===== config.mk =====
export PLATFORM = sky130hd
export DESIGN_NAME = cfg_stream_reader
export DESIGN_NICKNAME = d
export VERILOG_FILES = /design/src/rtl/cfg_pkg.sv /design/src/rtl/cfg_powerup.sv /design/src/rtl/cfg_addr_ctr.sv /design/src/rtl/cfg_bit_array.sv /design/src/rtl/cfg_stream_reader.sv
export SDC_FILE = /design/constraint.sdc
export NUM_CORES = 2
export LEC_CHECK = 0
export CORE_ASPECT_RATIO = 0.75
export CORE_MARGIN = 2
export CORE_UTILIZATION = 35
export CTS_CLUSTER_DIAMETER = 200
export CTS_CLUSTER_SIZE = 24
export DETAILED_ROUTE_END_ITERATION = 7
export DONT_BUFFER_PORTS = 1
export GPL_TIMING_DRIVEN = 1
export MAX_ROUTING_LAYER = met4
export PLACE_DENSITY = 0.57
export SLEW_MARGIN = 20
export SYNTH_ARGS = -nofsm -noshare
export SYNTH_HDL_FRONTEND = slang
export SYNTH_SLANG_ARGS = --single-unit

===== constraint.sdc =====
create_clock -name clk -period 8.2 [get_ports clk]
set_clock_uncertainty 0.2 [all_clocks]
set_input_delay 1.64 -clock clk [delete_from_list [all_inputs] [get_ports clk]]
set_output_delay 1.64 -clock clk [all_outputs]
set_load 0.1 [all_outputs]

===== src/rtl/cfg_pkg.sv =====
package cfg_pkg;

    // Meaning of the pol_sel configuration bit
    typedef enum logic {
        POL_RST_LOW  = 1'b0,
        POL_RST_HIGH = 1'b1
    } rst_pol_e;

    // Read phase of one store
    typedef enum logic {
        PH_STREAM  = 1'b0,
        PH_DRAINED = 1'b1
    } phase_e;

    // True when the combined pin sits at its reset level
    function automatic logic reset_asserted(input logic pol, input logic pin);
        return (rst_pol_e'(pol) == POL_RST_HIGH) ? pin : ~pin;
    endfunction

endpackage


===== src/rtl/cfg_powerup.sv =====
module cfg_powerup #(
    parameter int PWRUP_CYC = 8
) (
    input  logic clk,
    input  logic por_n,
    output logic ready
);
    localparam int CW = $clog2(PWRUP_CYC + 1);
    localparam logic [CW-1:0] LAST_CNT = CW'(PWRUP_CYC - 1);

    typedef struct packed {
        logic [CW-1:0] cnt;
        logic          rdy;
    } pwr_t;

    pwr_t s_d, s_q;

    always_comb begin
        s_d = s_q;
        if (!s_q.rdy) begin
            s_d.cnt = s_q.cnt + 1'b1;
            if (s_q.cnt == LAST_CNT) begin
                s_d.rdy = 1'b1;
            end
        end
    end

    always_ff @(posedge clk or negedge por_n) begin
        if (!por_n) begin
            s_q <= '0;
        end else begin
            s_q <= s_d;
        end
    end

    assign ready = s_q.rdy;

endmodule


===== src/rtl/cfg_addr_ctr.sv =====
module cfg_addr_ctr
    import cfg_pkg::*;
#(
    parameter int DEPTH = 2048,
    parameter int AW    = $clog2(DEPTH)
) (
    input  logic          clk,
    input  logic          por_n,
    input  logic          hold_zero,
    input  logic          clr,
    input  logic          step,
    output logic [AW-1:0] addr,
    output phase_e        phase
);
    localparam logic [AW-1:0] LAST = AW'(DEPTH - 1);

    typedef struct packed {
        logic [AW-1:0] addr;
        phase_e        phase;
    } ctr_t;

    ctr_t s_d, s_q;

    always_comb begin
        s_d = s_q;
        if (hold_zero || clr) begin
            s_d.addr  = '0;
            s_d.phase = PH_STREAM;
        end else if (step) begin
            if (s_q.addr == LAST) begin
                s_d.addr  = '0;
                s_d.phase = PH_DRAINED;
            end else begin
                s_d.addr = s_q.addr + 1'b1;
            end
        end
    end

    always_ff @(posedge clk or negedge por_n) begin
        if (!por_n) begin
            s_q <= '{addr: '0, phase: PH_STREAM};
        end else begin
            s_q <= s_d;
        end
    end

    assign addr  = s_q.addr;
    assign phase = s_q.phase;

endmodule


===== src/rtl/cfg_bit_array.sv =====
module cfg_bit_array #(
    parameter int DEPTH = 2048,
    parameter int AW    = $clog2(DEPTH)
) (
    input  logic          clk,
    input  logic          we,
    input  logic [AW-1:0] waddr,
    input  logic          wdata,
    input  logic [AW-1:0] raddr,
    output logic          rdata
);
    localparam logic [AW-1:0] TOP = AW'(DEPTH - 1);

    logic mem [DEPTH];

    always_ff @(posedge clk) begin
        if (we && (waddr <= TOP)) begin
            mem[waddr] <= wdata;
        end
    end

    assign rdata = (raddr <= TOP) ? mem[raddr] : 1'b0;

endmodule


===== src/rtl/cfg_stream_reader.sv =====
module cfg_stream_reader
    import cfg_pkg::*;
#(
    parameter  int DEPTH     = 2048,
    parameter  int PWRUP_CYC = 8,
    localparam int AW        = $clog2(DEPTH)
) (
    input  logic          clk,
    input  logic          por_n,
    input  logic          ce_n,
    input  logic          rst_oe,
    input  logic          ser_en,
    input  logic          pol_sel,
    input  logic          wr_en,
    input  logic [AW-1:0] wr_addr,
    input  logic          wr_data,
    output logic          dout,
    output logic          dout_oe,
    output logic          ceo_n,
    output logic          standby,
    output logic          ready
);
    logic [AW-1:0] addr_q;
    phase_e        phase_q;
    logic          cur_bit;

    typedef struct packed {
        logic rst_lvl;
        logic run;
        logic clr;
        logic rd_en;
        logic chain_lo;
    } ctl_t;

    ctl_t ctl;

    always_comb begin
        ctl.rst_lvl  = reset_asserted(pol_sel, rst_oe);
        ctl.run      = ser_en & ready;
        ctl.clr      = ctl.run & ctl.rst_lvl;
        ctl.rd_en    = ctl.run & ~ce_n & ~ctl.rst_lvl & (phase_q == PH_STREAM);
        ctl.chain_lo = ctl.run & ~ce_n & ~ctl.rst_lvl & (phase_q == PH_DRAINED);
    end

    cfg_powerup #(.PWRUP_CYC(PWRUP_CYC)) u_pwr (
        .clk   (clk),
        .por_n (por_n),
        .ready (ready)
    );

    cfg_addr_ctr #(.DEPTH(DEPTH), .AW(AW)) u_ctr (
        .clk       (clk),
        .por_n     (por_n),
        .hold_zero (~ready),
        .clr       (ctl.clr),
        .step      (ctl.rd_en),
        .addr      (addr_q),
        .phase     (phase_q)
    );

    cfg_bit_array #(.DEPTH(DEPTH), .AW(AW)) u_mem (
        .clk   (clk),
        .we    (wr_en),
        .waddr (wr_addr),
        .wdata (wr_data),
        .raddr (addr_q),
        .rdata (cur_bit)
    );

    assign dout_oe = ctl.rd_en;
    assign dout    = ctl.rd_en & cur_bit;
    assign ceo_n   = ~ctl.chain_lo;
    assign standby = ser_en & ce_n;

endmodule


==> metrics.md <==
| Metric | Value |
|---|---|
| Hold-fix buffer count after cts | 0 |
| Die Area | 259,000 um2 |
| Crit path buf inv count | 2 |
| DP HPWL | 147,000 um |
| Synth Area in Compound Gates | 2.76% |
| Leading cell type in the layout, fill and taps excluded | nor2_1 |
| DRT Pass-1 Iters | 6 |
| Initial antenna violation count | 16 |
| WHS | 289 ps |
| Setup-failing EPs final | 0 |
| Worst EP required | 6360 ps |
| H-tree lvl count | 3 |
| Core Area | 253,000 um2 |
| Reg2reg start | u_ctr.addr[3] |
| Slew HR | 18.9% |
| Setup bufs post-CTS | 0 |
| Total routed wirelength | 276,000 um |
| CP endpoint kind | primary output |
| Synth Area in Simple Gates | 10.6% |
| Max-cap violations | 0 |
| Row count | 160 |
| Unrepaired setup endpoints after global routing | false |
| Critical path cell sequence | buf_12 > mux4_2 > a22o_1 > a221oi_1 > nor3_1 > nor4_1 > a41oi_1 > a2111oi_2 > a211oi_4 > buf_12 |
| Yosys warning count | 0 |
| Pin count of the biggest net entering global routing | 248 |
| Clk buf depth | 3 |
| Vias per cell | 5.83 |
| CP max stage delay | 1000 ps |
| DR WL/cell | 30.1 um |
| Critical path's slowest cell | dfrtp_4 |
| Syn nets | 6,115 |
| Sequential area share after synthesis | 69.4% |
| Number of global-route vias before repair | 50.4k |
| Largest family of logic cells by synthesized area | multiplexers |
| Fill cells | 24.0k |
| # clock sinks | 2,065 |
| CTS tree | built |
| Synth cell types | 75 |
| Flops & latches, synth | 2,065 |
| Cells after Synth | 6,094 |
| Synthesis-to-finish area growth | 6.73% |
| Min-delay src | u_pwr.s_q[4] |
| Crit path DAT | 5890 ps |
| Most numerous cell on the critical path | buf_12 |
| Power Dens Cells | 214 nW/um2 |
| Clock transition at path regs | 110 ps |
| Height of the chip | 441 um |
| Worst reg2reg endpoint | u_ctr.phase |
| Achievable frequency | 0.129 GHz |
| # IOs | 24 |
| Share of layout cells above drive strength 1 | 14.8% |
| EDFF count, synth | 2,048 |
| First DRT Iteration DRCs | 8,672 |
| Startpoint types | flip-flop |
| Critical Path Fanout Max | 83 |
| Global-route wire length before repair | 386,000 um |
| Cells on worst reg2reg path | 8 |
| Hold EP | u_pwr.ready |
| DRC violations left | 0 |
| Period utilisation layout | 94.3% |
| Total track usage | 21.4% |
| Commonest cells after routing, fill and taps aside | nor2_1, edfxtp_1, mux4_2, mux2i_1, buf_4 |
| Final Critical Period | 7730 ps |
| Status | completed |
| R2R Setup Slk | 4600 ps |
| Routed Antenna Nets | 0 |
| Global route overflow | 0 |
| Total power | 20.4 mW |
| Worst hold path stage count | 1 |
| Multi-input logic area | 24,900 um2 |
| FF/Latch Area | 61,900 um2 |
| Synth Cell Area | 89,200 um2 |
| Worst skew pair latency | 780 ps |
| Syn avg cell area | 14.6 um2 |
| Pins Over Slew Limit | 0 |
| Vias post-DR | 53.5k |
| Largest delay contributor family on the critical path | compound AO/OA/AOI/OAI gates |
| HP Class | flip-flop to flip-flop |
| Starting Density | 35.2% |
| Setup TNS | 0 ps |
| Top_reg_cell synth | edfxtp_1 |
| Worst-margin pin slew | 1210 ps |
| DIE WIDTH | 587 um |
| TritonCTS Buffers | 96 |
| Nets | 5,758 |
| Xor/xnor share of the synthesized area | 0.0883% |
| Asr flop ratio synth | 0.823% |
| Port-buffer cells | 0 |
| Peak supply drop | 0.000168 V |
| WS Path Type | flip-flop to primary output |
| RePlAce Congestion | 0.864 |
| Post_cts resized | 0 |
| Adder-Cell Fraction of Synth Area | 0.0280% |
| Leak | 26.7 nW |
| Root buf cell | clkbuf_16 |
| Hold Vio Cnt, Final | 0 |
| Multiplexer area fraction after synthesis | 13.9% |
-- worst reg2reg max path, stage by stage, from the launching register on --
cell and delay, ps:
dfrtp_4 780, buf_12 350, and2_2 610, buf_4 400
nand2_1 180, o31a_1 300, nor2_1 520, nor2_1 110
nor2_1 110
-- layer usage --
| layer | track usage [%] | wire length [um] |
|---|---|---|
| met2 | 31.7 | 124000 |
| met3 | 3.72 | 29000 |
| met1 | 31.0 | 117000 |
| met4 | 4.59 | 5950 |
| met5 | - | 0 |
-- flip-flops by register name, summed over array words and instances (netlist names) --
signal	cells
u_ctr.phase	1
u_pwr.s_q	4
u_ctr.addr	11
u_pwr.ready	1
u_mem.mem	2048
-- where the power goes --
part | total [mW] | internal [mW] | switching [mW] | leakage, nW
clock | 5.56 | 2.20 | 3.36 | 1.28
sequential | 11.6 | 11.6 | 0.0528 | 18.6
combinational | 3.16 | 1.40 | 1.76 | 6.83
total | 20.4 | 15.2 | 5.18 | 26.7
-- final cells by class --
type | count | area share [%]
Antenna cell | 4 | 0.0105
Clock buffer | 126 | 2.66
Clock inverter | 7 | 0.114
Inverter | 7 | 0.0328
Multi-Input combinational cell | 3427 | 26.2
Sequential cell | 2065 | 65.0
Tap cell | 3402 | 4.47
Timing Repair Buffer | 140 | 1.49
-- worst max-delay path by stage --
stage	startpoint	endpoint	slack, ps	depth (start not counted)
floorplan	rst_oe	dout	910	5
detailed placement	u_ctr.addr[1]	dout	1440	10
global route	u_ctr.addr[1]	dout	280	10
global placement	u_ctr.addr[1]	dout	1430	10
CTS	u_ctr.addr[1]	dout	590	10
finish	u_ctr.addr[1]	dout	470	10
-- through the flow --
step | cells | worst slack [ps] | area, um2 | util (%)
finish | 9178 | 467 | 95300 | 37.6
global route | 9178 | 281 | 95300 | 37.6
CTS | 9174 | 590 | 95100 | 37.5
detailed placement | 9041 | 1440 | 92500 | 36.5
global placement | 9036 | 1430 | 92300 | 36.4
floorplan | 6094 | 915 | 89200 | -
-- kinds of logic after synthesis --
kind of cell,count (synthesis)
AOI/OAI and AO/OA,340
muxes,655
and+or+nand+nor,2421
buffers and inverters,602
xor gates and xnor gates,9
adders and majority gates,2
DFF,2065
-- synthesized netlist by cell type, types with 6 or more instances --
master	number	share of area, %
a22o_1	12	0.12
buf_6	24	0.30
o21ai_0	34	0.19
nand3_1	20	0.11
mux4_1	11	0.32
a2111oi_0	8	0.079
a221oi_1	20	0.20
dfrtp_1	17	0.48
nor2b_1	12	0.084
a22oi_1	28	0.24
o221ai_1	37	0.36
xnor2_1	8	0.079
mux2i_1	154	1.7
clkbuf_1	420	1.8
buf_12	6	0.13
mux2_2	37	0.47
a211oi_1	31	0.26
nor3_1	22	0.12
a31oi_1	14	0.098
o31ai_1	9	0.076
nand2b_1	10	0.070
nor2_1	2096	8.8
a21oi_1	47	0.26
nor3b_1	10	0.084
buf_2	65	0.36
nor4_1	7	0.049
mux4_2	453	11
buf_8	17	0.29
edfxtp_1	2048	69
o211ai_1	8	0.067
and3_1	7	0.049
nand2_1	186	0.78
o22ai_1	45	0.32
buf_1	51	0.21
and3b_1	7	0.069
and2_1	13	0.091
or3_1	7	0.049
buf_4	12	0.10
nand3b_1	8	0.067
Note: power is estimated with default switching activity, not from simulation.
